==> config.mk <==
export PLATFORM = sky130hd
export DESIGN_NAME = limit_interval_timer
export DESIGN_NICKNAME = d
export VERILOG_FILES = /design/src/rtl/limit_interval_timer.sv
export SDC_FILE = /design/constraint.sdc
export NUM_CORES = 1
export LEC_CHECK = 0
export ABC_AREA = 1
export BUFFER_PORTS_ARGS = -buffer_cell sky130_fd_sc_hd__buf_4
export CORE_UTILIZATION = 25
export DETAILED_ROUTE_END_ITERATION = 8
export PLACE_DENSITY = 0.54
export REMOVE_ABC_BUFFERS = 1
export SLEW_MARGIN = 40
export SYNTH_ARGS = -nofsm -noshare
export SYNTH_HDL_FRONTEND = slang
export SYNTH_SLANG_ARGS = --single-unit
==> constraint.sdc <==
create_clock -name clk -period 3.7 [get_ports clk]
set_input_delay 0.37 -clock clk [delete_from_list [all_inputs] [get_ports clk]]
set_output_delay 0.37 -clock clk [all_outputs]
set_load 0.02 [all_outputs]
==> src/rtl/limit_interval_timer.sv <==
module limit_interval_timer #(
  parameter int CNT_W = 22,
  parameter int SHIFT = 9
) (
  input  logic        clk,
  input  logic        rst_n,
  input  logic        tick_en,
  input  logic        wr_en,
  input  logic        rd_en,
  input  logic [1:0]  addr,
  input  logic [31:0] wdata,
  output logic [31:0] rdata,
  output logic        irq
);
  localparam logic [1:0] A_LIM = 2'd0;
  localparam logic [1:0] A_CNT = 2'd1;
  localparam logic [1:0] A_NCL = 2'd2;
  localparam logic [1:0] A_CTL = 2'd3;
  localparam logic [CNT_W-1:0] ONE = CNT_W'(1);

  logic [CNT_W-1:0] cnt, lim;
  logic             flag, en;
  logic [CNT_W:0]   nxt, lim_e;
  logic             step, match, wr_lim, wr_ncl, wr_ctl, rd_clr;
  logic             unused_bits;

  assign nxt    = {1'b0, cnt} + (CNT_W+1)'(1);
  assign lim_e  = (lim == '0) ? {1'b1, {CNT_W{1'b0}}} : {1'b0, lim};
  assign step   = tick_en & en;
  assign match  = step & (nxt >= lim_e);
  assign wr_lim = wr_en & (addr == A_LIM);
  assign wr_ncl = wr_en & (addr == A_NCL);
  assign wr_ctl = wr_en & (addr == A_CTL);
  assign rd_clr = rd_en & (addr == A_LIM);
  assign irq    = flag;
  assign unused_bits = ^wdata;

  always_ff @(posedge clk or negedge rst_n) begin
    if (!rst_n) begin
      cnt  <= ONE;
      lim  <= '0;
      flag <= 1'b0;
      en   <= 1'b0;
    end else begin
      if (wr_lim) begin
        lim  <= wdata[SHIFT +: CNT_W];
        cnt  <= ONE;
        flag <= 1'b0;
      end else begin
        if (wr_ncl) lim <= wdata[SHIFT +: CNT_W];
        if (step) cnt <= match ? ONE : nxt[CNT_W-1:0];
        if (match) flag <= 1'b1;
        else if (rd_clr) flag <= 1'b0;
      end
      if (wr_ctl) en <= wdata[0];
    end
  end

  always_comb begin
    rdata = '0;
    case (addr)
      A_LIM, A_NCL: begin rdata = 32'(lim) << SHIFT; rdata[31] = flag; end
      A_CNT:        begin rdata = 32'(cnt) << SHIFT; rdata[31] = flag; end
      A_CTL:        rdata[0] = en;
      default:      rdata = '0;
    endcase
  end

  a_r2_cnt_nonzero: assert property (@(posedge clk) disable iff (!rst_n) cnt != '0);
  a_r3_reload: assert property (@(posedge clk) disable iff (!rst_n)
    (match && !wr_lim) |=> (cnt == ONE && flag));
  a_r5_flag_sticky: assert property (@(posedge clk) disable iff (!rst_n)
    (flag && !rd_clr && !wr_lim) |=> irq);
  a_r7_limit_load: assert property (@(posedge clk) disable iff (!rst_n)
    wr_lim |=> (cnt == ONE && !irq));
  a_r8_noclear_keep: assert property (@(posedge clk) disable iff (!rst_n)
    (wr_ncl && !tick_en) |=> ($stable(cnt) && $stable(flag)));
  a_r9_hold: assert property (@(posedge clk) disable iff (!rst_n)
    (!en && !wr_lim) |=> $stable(cnt));
endmodule

### Word level (Yosys, flattened, before mapping)

Index checks and enable logic that the tools add are counted.

* flip-flop bits (word level): 46
* bits in latches: 0
* bits in writable memories: 0
* memory bits (read-only): 0
* input port bits: 39
* output and inout port bits: 33
* logic and storage cells: 33
* memories kept: 0

* add/subtract/negate cells: 1
* multiply operators: 0
* div/mod/pow operators: 0
* $lt $le $gt $ge: 1
* equal/unequal tests: 3
* shift operators: 0
* mux-type cells: 11
* bitwise logic cells: 6
* reduce and logical (&&, ||, !) cells: 7

Operators with widths (number)
* $mux 22: 5
* $pmux 31 s2: 1
* $add 22x1->23 const B: 1
* $ge 23x23->1: 1
* $mux 23: 1
* $logic_not 22->1: 1
* $and 1x1->1: 6
* $eq 2x2->1 const B: 2
* $reduce_bool 2->1: 2
* $mux 1: 3
* $reduce_bool 3->1: 1
* $reduce_or 3->1: 1
* $eq 2x1->1 const B: 1
* $logic_not 2->1: 1
* $pmux 1 s2: 1
* $reduce_or 2->1: 1

### Logic depth before layout (Yosys ltp)

* depth in word-level cells: 7
* depth in mapped cells: 19
* gate-level depth less buffers: 18

### Worst setup path after synthesis

OpenSTA, ideal clock, no wires.

* path kind: register to register
* start point: reg cnt[0]
* end point: reg cnt[10]
* library setup time: 66 ps
* arrival: 2585 ps
* data required time: 3634 ps
* path slack: 1049 ps
* cell stages (with the launch flop): 17
* path buffers: 1
* period minus slack after synthesis: 2651 ps
* path through: dfstp_2 > ha_1 > nand3_1 > nor2_1 > nand3_1 > xor2_1 > inv_1 > ha_1 > a21o_1 > nor2_1 > nand2_1 > nand2_1 > nand3_1 > nor2_2 > buf_4 > nand4_1 > nand2_1

* cells in the longest elaborated chain, start to end: 6

Ends and longest elaborated chain
* start, declared: RTL line 21 `logic [CNT_W-1:0] cnt, lim;`
* start signal, assigned: RTL line 51 `if (step) cnt <= match ? ONE : nxt[CNT_W-1:0];`
* $add 22x1->23 (*): RTL line 27 `assign nxt = {1'b0, cnt} + (CNT_W+1)'(1);`
* $ge 23x23->1: RTL line 30 `assign match = step & (nxt >= lim_e);`
* $and 1x1->1: RTL line 30
* $mux 22 (*) (2 in series): RTL line 51
* $mux 22 (*): RTL line 45 `if (wr_lim) begin`

Mark *: on every way between the ends. The rest lies on a longest branch, timed or not. The select of a mux whose other input is x is not followed.
A chain may end at the register's enable or synchronous reset.

### Worst setup path after layout

* start point: reg cnt[0]
* end point: reg cnt[15]

The elaborated chain is that of the path after synthesis.

==> results.md <==
* Status: completed
* Worst-path clk slew at 70 ps
* Worst-path maximum fanout at 11
* Share of the synthesized area in the top cell type at 0.3272
* Final worst-path cycle share at 0.8288
* Routing usage on met1 at 0.2060
* Nets at 605
* Via density at 4.609
* Finished Layout Cells at 719
* Tightest Pin Transition at 802.1 ps
* Asr flop ratio synth at 1.000
* Global route total overflow at 0
* Arrival @ worst endpoint at 3290 ps
* DRC at 0
* Cell variety after synth at 30
* Worst Setup Path Type: reg2reg
* Routing usage on met3 at 0.02586
* Post-synth top flop: dfrtp_1
* Vias in the first global route at 3277
* Post-CTS Setup Inserts at 0
* CTS tree: built
* Crit start category: register
* Worst path required time at 3930 ps
* Yosys top cell by area: dfrtp_1
* Number of flops mapped to enable cells by yosys at 0
* Num CTS Buffers at 5
* Post-synth top cells: 159 x nand2_1, 62 x inv_1, 45 x dfrtp_1, 35 x nor2_1, 30 x nand4_1
* Seq/Total Area, Yosys at 0.3348
* Clk Latency, worst-skew pair at 290 ps
* Met2 GRT Util at 0.2355
* CTS max path bufs at 2
* I/O Pins at 72
* Area of the multi-input gates at 1932 sq um
* DIE AREA at 14240 sq um
* GP Congestion at 0.9213
* Max Slew Vio Count at 0
* IO buf count at 54
* Num Clock Sinks at 46
* Most common cell in the netlist: nand2_1
* Max-slew headroom at 0.4647
* RSZ-0062 raised after global routing: false
* Die height at 119.3 um
* Fmax at 0.3261 GHz
* Setup violators final at 0
* Hold_buf cts at 0
* Max Cap Viol at 0
* Mapped Area at 3442 sq um
* Starting Density at 0.2579
* Diode count at 0
* Remaining antenna violation count at 0
* Core area at 13350 sq um
* Share of layout cells above drive strength 1 at 0.1529
* Wire per inst at 13.98 um
* Placed cells at 711
* First-pass GRT wire length at 16.54 mm
* FILL cells at 1512
* Initial antenna violation count at 0
* Hpwl dp at 7.399 mm
* Tot GR Track Use at 0.1468
* Die Width at 119.3 um
* Synth warnings at 0
* FF+latch area at 1152 sq um
* Overall Power at 0.001648 W
* Via count at 3314
* VDD IR-drop max at 0.0002291 V
* Root Buffer: clkbuf_16
* Post-CTS Resized at 0
* FP Rows at 42
* Crit path time final at 3067 ps
* First-pass detailed-route iteration total at 4
* Static leakage at 2.111 nW
* Top cells by area, synth: dfrtp_1 33%, nand2_1 17%, ha_1 8.7%
* Worst Skew at 6.631 ps
* Largest net degree at the start of global routing at 47
* Iteration-0 DRC count of the detailed router at 208
* Critical path endpoint category: register
* Yosys reg bits at 46
* WL final at 10.06 mm
* Final Hold Viols at 0
* Cell Pwr Density at 397.7 nW/um^2
* TNS Setup at 0 ps
* Area grow syn2layout at 20.36%
* Hold Path Class: in2async
* Synth Instances at 494
* Synth Area per Inst at 6.968 sq um
* Most Used Layer, Global Route: met2
* R2R setup slack at 630 ps
* Htree depth at 2
==> area by class of cell <==
class                   count  share of cell area
clock inverters             1            0.001208
clock buffers               7             0.03443
inverters                  66             0.05980
multi-input cells         364              0.4663
repair buffers             59              0.1069
flip-flops and latches     46              0.2782
well taps                 176             0.05316
==> registers in the layout, summed over array words and instances, names as in the netlist <==
| register | count |
|---|---|
| cnt | 22 |
| en | 1 |
| irq | 1 |
| lim | 22 |
==> worst paths after layout <==
| check | startpoint | end | cells past startpoint |
|---|---|---|---|
| worst max-delay path | cnt[0] | cnt[15] | 16 |
| worst min-delay path | rst_n | lim[8] | 1 |
| worst max register to register | cnt[0] | cnt[15] | 16 |
| worst min register to register | cnt[21] | cnt[21] | 2 |
| max in group asynchronous | rst_n | lim[17] | 1 |
| min in group clk | wdata[14] | lim[5] | 3 |
==> layer usage <==
layer / share of wire / vias to the layer above
met1: 0.46 / 1530
met5: 0 / -
met4: 0.0061 / 0
met2: 0.47 / 95
li1: - / 1681
met3: 0.064 / 8
==> worst max-delay path: stages (launching register included) <==
cell	delay, ps
dfstp_2	530
ha_1	270
nand3_1	220
nor2_1	220
nand3_1	140
xor2_1	150
inv_1	70
ha_1	330
a21o_1	200
nor2_1	110
nand2_1	100
nand2_1	90
nand3_1	80
nor2_2	110
buf_4	190
nand4_1	100
nand2_1	100
==> stage by stage <==
stage / hold slack (ps) / setup slack [ps] / cell area, sq um / utilization
6_report: 92.98 / 633.4 / 4143 / 0.3104
5_1_grt: 163.5 / 381.1 / 4143 / 0.3104
4_1_cts: 132.2 / 647.3 / 4143 / 0.3104
3_5_place_dp: 442.2 / 665.4 / 3995 / 0.2993
3_3_place_gp: 438.1 / 666.0 / 3995 / 0.2993
2_1_floorplan: 74.41 / 812.3 / 3332 / -
==> kinds of logic (layout without fill, tap and decap cells) <==
| group | Yosys count | in the layout | share of synthesized area |
|---|---|---|---|
| AOI/OAI and AO/OA | 55 | 55 | 0.08724 |
| xor gates and xnor gates | 16 | 16 | 0.04290 |
| adders and majority gates | 24 | 24 | 0.08724 |
| buffers and inverters | 91 | 133 | 0.1116 |
| DFF | 46 | 46 | 0.3348 |
| other | 1 | 8 | 0.001089 |
| and+or+nand+nor | 261 | 261 | 0.3352 |
==> report_power, final <==
group | internal [W] | switching [W]
combinational | 0.000205 | 0.000374
sequential | 0.000568 | 0.0000312
clock | 0.000269 | 0.000201
==> placed cells by master, fill, tap and decap left out <==
cell / netlist / layout
a21o_1: 1 / 1
nand3b_1: 1 / 1
a21oi_1: 9 / 9
nand3_1: 20 / 20
clkbuf_16: 0 / 5
dfrtp_1: 45 / 45
nor3_1: 2 / 2
nand3_2: 2 / 2
inv_1: 62 / 62
a21boi_0: 1 / 1
xor2_2: 1 / 1
nor2_4: 1 / 1
nand2_1: 159 / 159
nand2_2: 3 / 3
nand4_1: 30 / 30
xor2_1: 14 / 14
o21ai_0: 28 / 28
inv_2: 4 / 4
o22ai_1: 16 / 16
clkbuf_1: 9 / 1
clkinv_2: 0 / 1
xnor2_1: 1 / 1
nor2_1: 35 / 35
clkbuf_8: 0 / 1
dfstp_2: 1 / 1
nor2_2: 3 / 3
nor3_4: 2 / 2
buf_4: 10 / 59
nor4_1: 3 / 3
ha_1: 24 / 24
conb_1: 1 / 8
No activity file was read; power rests on OpenSTA's default activity.
